`src/rtl/wipe_pkg.sv`:
```
package wipe_pkg;

    localparam int unsigned NTGT = 3;

    typedef enum logic [1:0] {
        TGT_INT  = 2'd0,
        TGT_DMEM = 2'd1,
        TGT_IMEM = 2'd2
    } tgt_e;

    typedef enum logic {
        ST_IDLE = 1'b0,
        ST_RUN  = 1'b1
    } st_e;

endpackage

```
`src/rtl/wipe_arbiter.sv`:
```
module wipe_arbiter #(
    parameter int unsigned N  = 3,
    localparam int unsigned IW = (N > 1) ? $clog2(N) : 1
) (
    input  logic [N-1:0]  req_i,
    output logic [IW-1:0] idx_o,
    output logic          any_o
);

    // Fixed priority: the lowest index wins.
    always_comb begin
        idx_o = '0;
        any_o = 1'b0;
        for (int i = N - 1; i >= 0; i--) begin
            if (req_i[i]) begin
                idx_o = IW'(i);
                any_o = 1'b1;
            end
        end
    end

endmodule

```
`src/rtl/wipe_lfsr.sv`:
```
module wipe_lfsr #(
    parameter int unsigned        W    = 32,
    parameter logic [W-1:0]       TAPS = 32'h8020_0003,
    parameter logic [W-1:0]       SEED = 32'h1234_5679
) (
    input  logic         clk_i,
    input  logic         rst_ni,
    input  logic         step_i,
    output logic [W-1:0] value_o
);

    logic [W-1:0] lfsr_d, lfsr_q;

    always_comb begin
        lfsr_d = lfsr_q;
        if (step_i) begin
            lfsr_d = lfsr_q[0] ? ((lfsr_q >> 1) ^ TAPS) : (lfsr_q >> 1);
        end
    end

    always_ff @(posedge clk_i or negedge rst_ni) begin
        if (!rst_ni) lfsr_q <= SEED;
        else         lfsr_q <= lfsr_d;
    end

    assign value_o = lfsr_q;

    AST_LFSR_LIVE: assert property (@(posedge clk_i) disable iff (!rst_ni)
        lfsr_q != '0) else $error("lfsr stuck at zero");

endmodule

```
`src/rtl/wipe_sequencer.sv`:
```
module wipe_sequencer
    import wipe_pkg::*;
#(
    parameter int unsigned DATA_W     = 32,
    parameter int unsigned INT_DEPTH  = 8,
    parameter int unsigned DMEM_DEPTH = 16,
    parameter int unsigned IMEM_DEPTH = 32,
    parameter int unsigned ERR_W      = 4,
    localparam int unsigned IAW = $clog2(INT_DEPTH),
    localparam int unsigned DAW = $clog2(DMEM_DEPTH),
    localparam int unsigned MAW = $clog2(IMEM_DEPTH)
) (
    input  logic              clk_i,
    input  logic              rst_ni,
    input  logic              host_wipe_valid_i,
    input  logic [2:0]        host_wipe_sel_i,
    input  logic              err_wipe_i,
    input  logic              prog_end_i,
    input  logic              fatal_i,
    input  logic [ERR_W-1:0]  err_raw_i,
    output logic [ERR_W-1:0]  err_o,
    output logic              int_we_o,
    output logic [IAW-1:0]    int_addr_o,
    output logic              dmem_we_o,
    output logic [DAW-1:0]    dmem_addr_o,
    output logic              imem_we_o,
    output logic [MAW-1:0]    imem_addr_o,
    output logic [DATA_W-1:0] wdata_o,
    output logic              stack_clr_o,
    output logic              busy_o,
    output logic              done_o
);

    localparam int unsigned MEM_MAX   = (DMEM_DEPTH > IMEM_DEPTH) ? DMEM_DEPTH : IMEM_DEPTH;
    localparam int unsigned MAX_DEPTH = (INT_DEPTH > MEM_MAX) ? INT_DEPTH : MEM_MAX;
    localparam int unsigned AW        = $clog2(MAX_DEPTH);
    localparam int unsigned SW        = $clog2(NTGT);
    localparam logic [AW-1:0] INT_LAST  = AW'(INT_DEPTH - 1);
    localparam logic [AW-1:0] DMEM_LAST = AW'(DMEM_DEPTH - 1);
    localparam logic [AW-1:0] IMEM_LAST = AW'(IMEM_DEPTH - 1);

    typedef struct packed {
        st_e             st;
        tgt_e            cur;
        logic [AW-1:0]   addr;
        logic [NTGT-1:0] pend;
        logic [NTGT-1:0] host;
        logic            cur_host;
        logic            host_seen;
        logic            done;
        logic            clr;
    } seq_t;

    seq_t            seq_d, seq_q;
    logic [SW-1:0]   arb_idx;
    logic            arb_any;
    logic [AW-1:0]   last_addr;
    logic [NTGT-1:0] new_host, new_int;
    logic            seen;
    logic            run;

    wipe_arbiter #(.N(NTGT)) u_arb (
        .req_i (seq_q.pend),
        .idx_o (arb_idx),
        .any_o (arb_any)
    );

    wipe_lfsr #(.W(DATA_W)) u_lfsr (
        .clk_i   (clk_i),
        .rst_ni  (rst_ni),
        .step_i  (run),
        .value_o (wdata_o)
    );

    always_comb begin
        case (seq_q.cur)
            TGT_INT:  last_addr = INT_LAST;
            TGT_DMEM: last_addr = DMEM_LAST;
            default:  last_addr = IMEM_LAST;
        endcase
    end

    always_comb begin
        seq_d      = seq_q;
        seq_d.done = 1'b0;
        seq_d.clr  = 1'b0;
        new_host   = host_wipe_valid_i ? host_wipe_sel_i : '0;
        new_int    = {fatal_i, fatal_i, err_wipe_i | prog_end_i};
        seen       = seq_q.host_seen | seq_q.cur_host;

        case (seq_q.st)
            ST_IDLE: begin
                if (arb_any) begin
                    seq_d.st             = ST_RUN;
                    seq_d.cur            = tgt_e'(arb_idx);
                    seq_d.addr           = '0;
                    seq_d.cur_host       = seq_q.host[arb_idx];
                    seq_d.pend[arb_idx]  = 1'b0;
                    seq_d.host[arb_idx]  = 1'b0;
                    seq_d.clr            = (tgt_e'(arb_idx) == TGT_INT);
                end
            end
            default: begin
                if (seq_q.addr == last_addr) begin
                    seq_d.st       = ST_IDLE;
                    seq_d.cur_host = 1'b0;
                    if (seen && !(|(seq_q.host | new_host))) begin
                        seq_d.done      = 1'b1;
                        seq_d.host_seen = 1'b0;
                    end else begin
                        seq_d.host_seen = seen;
                    end
                end else begin
                    seq_d.addr = seq_q.addr + 1'b1;
                end
            end
        endcase

        seq_d.pend = seq_d.pend | new_host | new_int;
        seq_d.host = seq_d.host | new_host;
    end

    always_ff @(posedge clk_i or negedge rst_ni) begin
        if (!rst_ni) seq_q <= seq_t'('0);
        else         seq_q <= seq_d;
    end

    assign run         = (seq_q.st == ST_RUN);
    assign int_we_o    = run && (seq_q.cur == TGT_INT);
    assign dmem_we_o   = run && (seq_q.cur == TGT_DMEM);
    assign imem_we_o   = run && (seq_q.cur == TGT_IMEM);
    assign int_addr_o  = seq_q.addr[IAW-1:0];
    assign dmem_addr_o = seq_q.addr[DAW-1:0];
    assign imem_addr_o = seq_q.addr[MAW-1:0];
    assign stack_clr_o = seq_q.clr;
    assign done_o      = seq_q.done;
    assign busy_o      = run || (|seq_q.pend);
    assign err_o       = busy_o ? '0 : err_raw_i;

    AST_ONE_STROBE: assert property (@(posedge clk_i) disable iff (!rst_ni)
        $onehot0({int_we_o, dmem_we_o, imem_we_o})) else $error("two strobes");
    AST_ADDR_STEP: assert property (@(posedge clk_i) disable iff (!rst_ni)
        (run && $past(run) && $past(rst_ni)) |-> (seq_q.addr == $past(seq_q.addr) + 1'b1))
        else $error("address skipped");
    AST_DONE_AFTER_SWEEP: assert property (@(posedge clk_i) disable iff (!rst_ni)
        done_o |-> ($past(run) && !run)) else $error("done without sweep end");
    AST_DONE_HOST_ONLY: assert property (@(posedge clk_i) disable iff (!rst_ni)
        done_o |-> $past(seq_q.host_seen | seq_q.cur_host)) else $error("silent wipe raised done");
    AST_FATAL_PENDS: assert property (@(posedge clk_i) disable iff (!rst_ni)
        fatal_i |=> (seq_q.pend[TGT_DMEM] && seq_q.pend[TGT_IMEM])) else $error("fatal lost");
    AST_STACK_CLR: assert property (@(posedge clk_i) disable iff (!rst_ni)
        stack_clr_o |-> (int_we_o && int_addr_o == '0)) else $error("stack clear misplaced");

endmodule

```
`config.mk`:
```
export PLATFORM = sky130hd
export DESIGN_NAME = wipe_sequencer
export DESIGN_NICKNAME = d
export VERILOG_FILES = /design/src/rtl/wipe_pkg.sv /design/src/rtl/wipe_arbiter.sv /design/src/rtl/wipe_lfsr.sv /design/src/rtl/wipe_sequencer.sv
export SDC_FILE = /design/constraint.sdc
export NUM_CORES = 1
export LEC_CHECK = 0
export ABC_AREA = 1
export BUFFER_PORTS_ARGS = -buffer_cell sky130_fd_sc_hd__buf_2
export CORE_MARGIN = 2
export CORE_UTILIZATION = 51
export CTS_CLUSTER_DIAMETER = 80
export DETAILED_ROUTE_END_ITERATION = 6
export PLACE_DENSITY = 0.79
export SLEW_MARGIN = 25
export SYNTH_ARGS = -nofsm -noshare
export SYNTH_HDL_FRONTEND = slang
export SYNTH_HIERARCHICAL = 1
export SYNTH_SLANG_ARGS = --single-unit
```
`constraint.sdc`:
```
create_clock -name clk_i -period 1.5 [get_ports clk_i]
set_clock_uncertainty 0.1 [all_clocks]
set_input_delay 0.3 -clock clk_i [delete_from_list [all_inputs] [get_ports clk_i]]
set_output_delay 0.3 -clock clk_i [all_outputs]
set_load 0.05 [all_outputs]
```
### Word level (Yosys, flattened, before mapping)

Cells that the tools add are included.

| operators by class | value |
|---|---|
| multiplexer cells | 27 |
| order comparisons | 2 |
| bitwise gates (word level) | 11 |
| reductions and logical operators | 16 |
| equal/unequal tests | 5 |
| add/sub/neg operators | 1 |

Operators by type and width:

| kind | count |
|---|---|
| $mux W32 | 1 |
| $mux W15 | 1 |
| $mux W1 | 13 |
| $or A3 B3 Y3 | 4 |
| $mux W5 | 2 |
| $pmux W5 S2 | 1 |
| $reduce_and A2 Y1 | 4 |
| $and A3 B3 Y3 | 2 |
| $mux W2 | 3 |
| $mux W3 | 2 |
| $mux W6 | 1 |
| $reduce_or A3 Y1 | 2 |
| $add A5 B1 Y5 const B | 1 |
| $eq A5 B5 Y1 | 1 |
| $logic_and A1 B1 Y1 | 5 |
| $logic_not A2 Y1 | 2 |
| $mux W4 | 1 |
| $not A3 Y4 | 1 |
| $lt A2 B3 Y1 const B | 1 |
| $not A3 Y3 | 1 |
| $bmux W1 S2 | 1 |
| $demux W1 S2 | 1 |
| $eq A2 B1 Y1 const B | 1 |
| $eq A2 B2 Y1 const B | 1 |
| 8 further kinds | 9 |

| word-level totals | value |
|---|---|
| bits of input ports | 13 |
| bits in registers | 50 |
| output and inout port bits | 54 |
| logic and storage cells | 72 |

### Depth between registers and ports, before layout

Gate-level depths: netlist (run 1).

| depth | value |
|---|---|
| word-level depth | 13 |
| depth in mapped cells | 8 |
| gate-level depth less buffers | 8 |

### Cells and area by module

Netlist (run 1), hierarchy kept.

By module, submodules not included:

| module | cells each | seq. area each (um^2) | instances | area an instance (um^2) |
|---|---|---|---|---|
| wipe_lfsr | 141 | 818.3 | 1 | 1266.2 |
| wipe_sequencer | 130 | 450.4 | 1 | 1008.5 |
| wipe_arbiter | 7 | 0.0 | 1 | 31.3 |

### Least setup slack after synthesis (run 1)

Ideal clock, no wire load.

| timing | value |
|---|---|
| kind | register to output |
| start | register seq_q[8] in the netlist's numbering |
| end | output port err_o[0] |
| path buffers | 0 |
| stages on the path, launching flop included | 4 |
| data required time | 1100 ps |
| path slack | -615 ps |
| arrival time | 1715 ps |
| cell sequence | dfrtp_1 > nor3_1 > nand2_1 > nor2_1 |

| on the way | value |
|---|---|
| longest elaborated chain between the ends | 3 |

Ends and longest elaborated chain:

| element | RTL line | text |
|---|---|---|
| start: declaration | wipe_sequencer.sv:54 | `seq_t seq_d, seq_q;` |
| start signal: assignment | wipe_sequencer.sv:124 | `if (!rst_ni) seq_q <= seq_t'('0);` |
| start signal: assignment | wipe_sequencer.sv:125 | `else seq_q <= seq_d;` |
| $reduce_or A3 Y1 | wipe_sequencer.sv:137 | `assign busy_o = run \|\| (\|seq_q.pend);` |
| $logic_or A1 B1 Y1 | wipe_sequencer.sv:137 |  |
| net busy_o | wipe_sequencer.sv:30 | `output logic busy_o,` |
| $mux W4 | wipe_sequencer.sv:138 | `assign err_o = busy_o ? '0 : err_raw_i;` |
| end: declaration | wipe_sequencer.sv:21 | `output logic [ERR_W-1:0] err_o,` |

The timed path passes the listed nets, and every way through them passes these cells.

### Worst setup path in the final report (run 1)

| timing | value |
|---|---|
| start | register seq_q[8] in the netlist's numbering |
| end | output port err_o[1] |

| on the way | value |
|---|---|
| longest elaborated chain between the ends | 3 |

Ends and longest elaborated chain:

| element | RTL line |
|---|---|
| $reduce_or A3 Y1 | wipe_sequencer.sv:137 |
| $logic_or A1 B1 Y1 | wipe_sequencer.sv:137 |
| $mux W4 | wipe_sequencer.sv:138 |

No other way between the ends.

==> impl_metrics.ini, run 1 <==
[clocking]
clockBufferDepth = 2
cts_made_buffers = 5
clk-insertion-delay-late_ns = 0.30
htree_num_levels = 2
clkTransAtPathRegs_ns = 0.09
ctsRootBufferMaster = clkbuf_8
cts_tree = done
clock_sinks = 50

[final_layout]
area_delta_synth_final_pct = 33.3
drive_gt1_frac = 0.407
diodes = 0
fillers = 337
fin_cells = 403
finalNetCount = 364

[hold_path]
whs_path_depth = 3
hold_start = err_wipe_i
whs_endpoint = seq_q[7]$_DFF_PN0_
min_path_type = input pin to flip-flop

[die]
dieArea_mm2 = 0.00508
ios = 67
dieWidth_um = 71.2
dieHeight_um = 71.2
start_util = 0.530
rows = 24
core-area_mm2 = 0.00435

[global_routing]
grt_usage = 0.198
grt_start_max_net_pins = 30
grt_pass1_wl_um = 8080
antenna_found_initial = 0
grt_pass1_vias = 1835
overflow = 0

[route]
drc_errors = 0
vias = 2026
ant_nets = 0
wire_per_inst_um = 12.4
drtPass1Iterations = 4
drt_iter0_markers = 163
viasPerCell = 5.03
wl_um = 5010

[yosys]
synth.area.mux_share = 0
synth_nets = 292
synth_edf_count = 0
asyncSetResetFlopFracSynth = 1.00
synth-seq-area-share = 0.550
synth_top_family_by_area = simple AND/OR/NAND/NOR gates
yosys.area_share.adder = 0.00543
synth_commonest_cells = nand2_1, dfrtp_1, inv_1, nand3_1, dfstp_2
avgSynthCellArea_um2 = 8.29
synth.cell_area_mm2 = 0.00231
synth_xor_area_frac = 0.00380
synth_compound_area_frac = 0.0391
synth-seq-cells = 50
yosys.area_share.simple = 0.290
synthCells = 278
synth_warnings = 6
yosysUniqueCellTypes = 24
synthTopCellsByArea = dfrtp_1, nand2_1, dfstp_2, nand3_1, buf_4
yosysTopAreaCell = dfrtp_1
yosysTopAreaCellShare = 0.391
ys.flop_type = dfrtp_1
synth.most_common_cell = nand2_1

[setup_path]
crit_fanout = 5
timing_worst_setup_path_type = flip-flop to output port
cp.required_ns = 1.10
endpoint_kind = output port
worstPathArrival_ns = 1.34
r2r-end = imem_addr_o[0]$_DFFE_PN0P_
reg2reg_slack_ns = 0.04
worst_r2r_path_depth = 9
start_kind = flip-flop
worst_r2r_startpoint = seq_q[16]$_DFFE_PN0P_

[placed_design]
portBuffers = 66
place.gp.congestion = 0.841
place_inst = 385
place_hpwl_um = 3300

[sta]
slew_headroom = 0.716
hold_slack_ns = 0.0998
finalSetupViolCount = 8
rsz0062_at_grt = yes
finalWorstSetupSlack_ns = -0.243
worstMarginPinSlew_ns = 0.427
max_freq_mhz = 574
drv_slew = 0
hold_viol = 0
period_needed_ns = 1.74
min_period_over_period = 1.16

[power_and_ir_drop]
p_leak_uw = 0.00167
ir_drop_v = 0.000933
power.density_mw_per_mm2 = 1720

[run]
maxCapViolCount = 0

[status]
status = finished, violations left
violations = negative setup slack
[cells by family (layout without fill, tap and decap cells)]
logic type                 after synthesis  in the layout
and+or+nand+nor                        163            163
DFF                                     50             50
buffers and inverters                   46            119
AOI/OAI and AO/OA                       17             17
adders and majority gates                1              1
xor gates and xnor gates                 1              1
[what timing repair did]
item,in CTS,in global routing
hold buffers,1,0
endpoints found under the hold margin,11,0
setup buffers,4,7
resized for setup,31,27
pin swaps,3,8
setup endpoints to repair,22,28
[per-layer routing]
metal  share of wire  global-route usage  vias to the layer above  routed length [µm]
li1                -                   -                      991                   -
met1            0.45               0.266                      965                2260
met2            0.49               0.327                       64                2440
met3           0.053              0.0478                        6                 268
met4          0.0084              0.0503                        0                  42
met5               0                   0                        -                   0
[registers in the layout, summed over array words and instances, names as in the netlist]
| name | cells |
|---|---|
| seq_q | 10 |
| done_o | 1 |
| run | 1 |
| imem_addr_o | 5 |
| u_lfsr/value_o | 32 |
| stack_clr_o | 1 |
[power by group]
group	total (µW)	internal [µW]	switching (µW)
combinational	2630	809	1820
clock	972	544	428
sequential	1670	1510	160
[placed cells by master (no fill, tap or decap), drive strengths merged, types with 4 or more instances in the layout]
cell    Yosys  routed
buf        21      84
clkbuf      0       8
dfrtp      36      36
dfstp      14      14
inv        25      25
nand2     121     121
nand3      21      21
nor2       14      14
nor3        4       4
o21ai      14      14
[worst max-delay path by stage]
stage                                   from        end  slack (ns)
after floorplan                run$_DFF_PN0_  dmem_we_o       -0.12
after detailed placement  seq_q[8]$_DFF_PN0_   err_o[0]     -0.0008
after global placement    seq_q[8]$_DFF_PN0_   err_o[0]       0.005
final                     seq_q[8]$_DFF_PN0_   err_o[1]       -0.24
after CTS                 seq_q[9]$_DFF_PN0_   err_o[2]       -0.25
after global routing      seq_q[8]$_DFF_PN0_   err_o[1]       -0.30
[area by class of cell]
class | instances | area [µm²] | area share
Sequential cell | 50 | 1270 | 0.413
Clock inverter | 1 | 30.0 | 0.00977
Timing Repair Buffer | 86 | 613 | 0.199
Tap cell | 52 | 65.1 | 0.0212
Inverter | 25 | 96.3 | 0.0313
Multi-Input combinational cell | 182 | 913 | 0.297
Clock buffer | 7 | 86.3 | 0.0281
[critical path: stages (launching register included)]
cell and delay (ns):
dfrtp_1 0.40, nor3_2 0.24, nand2_4 0.13, nor2_4 0.11
buf_6 0.16
[through the flow]
step	util	TNS [ns]	area [µm²]	setup WS, ns	total power [µW]
final	0.706	-1.33	3070	-0.243	5280
after global placement	0.622	0	2710	0.00523	3830
after CTS	0.677	-1.27	2950	-0.246	4980
after detailed placement	0.622	-0.000758	2710	-0.000758	3870
after global routing	0.706	-1.93	3070	-0.303	5550
after floorplan	-	-0.481	2360	-0.119	3650
Power figures use the tool's default switching activity.
==> run 2, diff against run 1 <==
--- a/config.mk
+++ b/config.mk
@@ -7,11 +7,12 @@
 export LEC_CHECK = 0
 export ABC_AREA = 1
 export BUFFER_PORTS_ARGS = -buffer_cell sky130_fd_sc_hd__buf_2
-export CORE_MARGIN = 2
+export CORE_MARGIN = 3
 export CORE_UTILIZATION = 51
 export CTS_CLUSTER_DIAMETER = 80
 export DETAILED_ROUTE_END_ITERATION = 6
 export PLACE_DENSITY = 0.79
+export REMOVE_ABC_BUFFERS = 1
 export SLEW_MARGIN = 25
 export SYNTH_ARGS = -nofsm -noshare
 export SYNTH_HDL_FRONTEND = slang
==> run 2 against run 1 <==
  * The flow still finishes with violations (negative setup slack)
  * Combinational power up 5%
  * Sequential share of layout area up 0.077 points
  * Worst setup slack worse by 0.049 ns
  * Highest routed layer unchanged
==> impl_metrics.ini, run 2 (synthesized netlist as in run 1, its figures left out) <==
[power_and_ir_drop]
p_leak_uw = 0.00166
finalPower_uw = 5380
ir_drop_v = 0.000922
power.density_mw_per_mm2 = 1760

[sta]
rsz0062_at_grt = yes
worstMarginPinSlew_ns = 0.281
finalWorstSetupSlack_ns = -0.292
finalSetupViolCount = 8
period_needed_ns = 1.79
hold_viol = 0
max_freq_mhz = 558
drv_slew = 0
min_period_over_period = 1.19
slew_headroom = 0.813
finalSetupTns_ns = -1.54
hold_slack_ns = 0.109

[route]
wire_per_inst_um = 13.0
drt_iter0_markers = 97
ant_nets = 0
drc_errors = 0
wl_um = 5230
vias = 2027
drtPass1Iterations = 4
viasPerCell = 5.03

[clocking]
cts_tree = done
clkTransAtPathRegs_ns = 0.09
clock_sinks = 50
clk-insertion-delay-late_ns = 0.30
cts_made_buffers = 5
clockBufferDepth = 2
htree_num_levels = 2
ctsRootBufferMaster = clkbuf_8

[setup_path]
timing_worst_setup_path_type = flip-flop to output port
worst_r2r_path_depth = 9
reg2reg_slack_ns = 0.05
worst_r2r_startpoint = seq_q[16]$_DFFE_PN0P_
crit_fanout = 5
endpoint_kind = output port
worstPathArrival_ns = 1.39
cp.required_ns = 1.10
start_kind = flip-flop
r2r-end = imem_addr_o[1]$_DFFE_PN0P_

[final_layout]
largest_reg_flops = 32
final_core_util = 0.735
area_delta_synth_final_pct = 32.9
finalNetCount = 366
drive_gt1_frac = 0.416
fin_cells = 403
mostFrequentLayoutCell = nand2_1
most-common-layout-cells = nand2_1, dfrtp_1, buf_2
diodes = 0
fillers = 292

[placed_design]
place.gp.congestion = 0.827
portBuffers = 66
place_hpwl_um = 3180
place_inst = 383

[global_routing]
grt_usage = 0.187
antenna_found_initial = 0
grt_start_max_net_pins = 51
overflow = 0
grt_pass1_vias = 1862
grt_pass1_wl_um = 7940

[status]
status = finished, violations left
violations = negative setup slack

[die]
ios = 67
dieArea_mm2 = 0.00536
dieWidth_um = 73.2
dieHeight_um = 73.2
rows = 23
core-area_mm2 = 0.00417
start_util = 0.553

[hold_path]
whs_path_depth = 3
min_path_type = input pin to flip-flop
hold_start = fatal_i
whs_endpoint = seq_q[8]$_DFF_PN0_

[run]
maxCapViolCount = 0
[run 2: how the worst max path moves through the flow]
stage                            start         to  slack, ns  cells past startpoint
detailed placement  seq_q[8]$_DFF_PN0_   err_o[1]       0.06                      4
CTS                 seq_q[8]$_DFF_PN0_   err_o[2]      -0.23                      4
floorplan                run$_DFF_PN0_  dmem_we_o      -1.13                      2
global placement    seq_q[8]$_DFF_PN0_   err_o[3]       0.08                      4
global route        seq_q[9]$_DFF_PN0_   err_o[1]      -0.36                      4
finish              seq_q[9]$_DFF_PN0_   err_o[1]      -0.29                      4
[run 2: cell type report]
class                           count  area, µm²  area share
Clock buffer                        5       68.8      0.0224
Clock inverter                      3       43.8      0.0143
Timing Repair Buffer               88        636       0.207
Sequential cell                    50       1270       0.414
Multi-Input combinational cell    182        885       0.289
Inverter                           25        101      0.0331
Tap cell                           50       62.6      0.0204
[run 2: through the flow]
step	area, µm²	setup slack [ns]
finish	3070	-0.292
CTS	2890	-0.227
detailed placement	2620	0.0560
floorplan	2140	-1.13
global placement	2620	0.0815
global route	3070	-0.365
[run 2: metal layers]
metal	wire length, µm	GRT usage	vias up
met3	308	0.0399	11
met2	2690	0.323	69
li1	-	-	994
met4	108	0.0697	0
met5	0	0	-
met1	2130	0.228	953
[run 2: worst max-delay path: stages, from the launching register on]
cell and delay, ns:
dfrtp_1 0.41, nor3_2 0.23, nand2_2 0.14, nor2_2 0.13, buf_6 0.17
[run 2: repair_timing]
item | CTS | global route
hold buffers | 1 | 0
setup endpoints to repair | 22 | 33
resized for setup | 34 | 51
setup buffers | 6 | 7
endpoints found under the hold margin | 36 | 0
pin swaps | 6 | 17
[run 2: power by group]
part	internal, µW	switching [µW]	leakage [µW]	total [µW]
Clock	500	458	0.0000585	959
Sequential	1510	144	0.000597	1650
Combinational	897	1870	0.00100	2770
==> run 3, diff against run 2 <==
--- a/config.mk
+++ b/config.mk
@@ -11,6 +11,7 @@
 export CORE_UTILIZATION = 51
 export CTS_CLUSTER_DIAMETER = 80
 export DETAILED_ROUTE_END_ITERATION = 6
+export GPL_TIMING_DRIVEN = 0
 export PLACE_DENSITY = 0.79
 export REMOVE_ABC_BUFFERS = 1
 export SLEW_MARGIN = 25
==> run 3 against run 2 <==
  * The run still ends with negative setup slack left
  * Critical path depth is the same
  * Register-to-register slack barely moved
  * Core utilization fell by 4.3 points
  * Sequential share of layout area increased by 2.9 points
  * Combinational power decreased by 13%
  * Worst setup slack improved by 0.057 ns
  * Die area unchanged
==> impl_metrics.ini, run 3 (synthesized netlist as in run 1, its figures left out) <==
[power_and_ir_drop]
p_leak_uw = 0.00158
power.density_mw_per_mm2 = 1700
ir_drop_v = 0.00126

[final_layout]
fin_cells = 393
diodes = 0
design_area_mm2 = 0.00288
largest_reg_flops = 32
mostFrequentLayoutCell = nand2_1
drive_gt1_frac = 0.362
fillers = 329
finalNetCount = 356
area_delta_synth_final_pct = 25.1
most-common-layout-cells = nand2_1, buf_2, dfrtp_1

[setup_path]
endpoint_kind = output port
crit_fanout = 5
slowest_delay_ns = 0.41
path_cells = nor3_2, nand2_2, nor2_1, buf_6
cp.required_ns = 1.10
cpMaxStageDelayCell = dfrtp_1
start_kind = flip-flop
worstPathArrival_ns = 1.33
timing_worst_setup_path_type = flip-flop to output port

[sta]
hold_viol = 0
min_period_over_period = 1.16
max_freq_mhz = 577
finalSetupViolCount = 8
period_needed_ns = 1.73
rsz0062_at_grt = yes
slew_headroom = 0.603
drv_slew = 0
finalSetupTns_ns = -1.41
finalWorstSetupSlack_ns = -0.234
worstMarginPinSlew_ns = 0.596

[clocking]
clockBufferDepth = 2
htree_num_levels = 2
cts_made_buffers = 5
clkTransAtPathRegs_ns = 0.08
ctsRootBufferMaster = clkbuf_8
clock_sinks = 50
clk-insertion-delay-late_ns = 0.30
cts_tree = done

[route]
wl_um = 5000
ant_nets = 0
drc_errors = 0
drt_iter0_markers = 108
drtPass1Iterations = 5
wire_per_inst_um = 12.7
vias = 1957
viasPerCell = 4.98

[die]
dieWidth_um = 73.2
ios = 67
dieArea_mm2 = 0.00536
rows = 23
dieHeight_um = 73.2
core-area_mm2 = 0.00417
start_util = 0.553

[status]
status = finished, violations left
violations = negative setup slack

[global_routing]
grt_pass1_vias = 1828
antenna_found_initial = 0
grt_pass1_wl_um = 8110
overflow = 0
grt_start_max_net_pins = 51
grt_usage = 0.193

[placed_design]
place_hpwl_um = 2990
place_inst = 373
place.gp.congestion = 0.802
dpl_cell_area_mm2 = 0.00254
portBuffers = 66

[run]
maxCapViolCount = 0

[hold_path]
min_path_type = input pin to flip-flop
## run 3: cell types whose count changed in the layout (fill, tap and decap cells not counted), moves of 4 or more
| cell | previous run | this run |
|---|---|---|
| buf_4 | 33 | 22 |
| buf_2 | 34 | 41 |
| clkbuf_4 | 8 | 3 |
| nor2_1 | 5 | 10 |
| dfrtp_1 | 36 | 32 |
| nand3_1 | 16 | 20 |
| nand3_2 | 5 | 1 |
## run 3: final cells by class
class | instances | area [µm²] | share of cell area
Clock buffer | 6 | 72.6 | 0.0252
Clock inverter | 2 | 15.0 | 0.00521
Inverter | 25 | 104 | 0.0360
Multi-Input combinational cell | 182 | 827 | 0.287
Sequential cell | 50 | 1280 | 0.443
Tap cell | 50 | 62.6 | 0.0217
Timing Repair Buffer | 78 | 527 | 0.183
## run 3: routing by layer
metal  track usage  routed length (µm)  vias to the layer above
met5             0                   0                        -
met4        0.0574                 127                        0
met3        0.0399                 322                       13
met2         0.323                2410                       62
met1         0.250                2150                      908
li1              -                   -                      974
## run 3: worst max-delay path: cells and delay by family (launching register included)
family | cells | cell delay (ns)
buffers and inverters | 1 | 0.18
flip-flops | 1 | 0.41
AND/OR/NAND/NOR | 3 | 0.45
## run 3: where the power goes
group	switching, µW	internal, µW	leakage (µW)
clock network	430	329	0.0000374
logic	1720	702	0.000944
registers	190	1530	0.000594
## run 3: final timing paths
check | start | endpoint | slack, ns | cells past startpoint
min in group asynchronous | rst_ni | u_lfsr/value_o[22]$_DFFE_PN0P_ | 0.45 | 2
max in group asynchronous | rst_ni | run$_DFF_PN0_ | 0.41 | 2
max | seq_q[7]$_DFF_PN0_ | err_o[1] | -0.23 | 4
min | err_wipe_i | seq_q[7]$_DFF_PN0_ | 0.10 | 3
max reg2reg | seq_q[16]$_DFFE_PN0P_ | imem_addr_o[3]$_DFFE_PN0P_ | 0.05 | 9
min reg2reg | u_lfsr/value_o[5]$_DFFE_PN1P_ | u_lfsr/value_o[5]$_DFFE_PN1P_ | 0.37 | 2
## run 3: timing repair
action / in CTS / in global routing
pin swaps: 5 / 1
hold buffers: 1 / 0
resized for setup: 36 / 22
endpoints found under the hold margin: 36 / 0
buffers inserted: 8 / 3
setup endpoints to repair: 67 / 55
## run 3: per-stage QoR
step | setup slack [ns] | hold WS (ns) | util | power, µW
detailed placement | -0.473 | 0.251 | 0.609 | 3670
CTS | -0.202 | 0.0944 | 0.671 | 4730
finish | -0.234 | 0.103 | 0.691 | 4890
global placement | -0.885 | 0.356 | 0.608 | 3640
global route | -0.285 | 0.124 | 0.691 | 5200
floorplan | -1.13 | -0.0956 | - | 3190
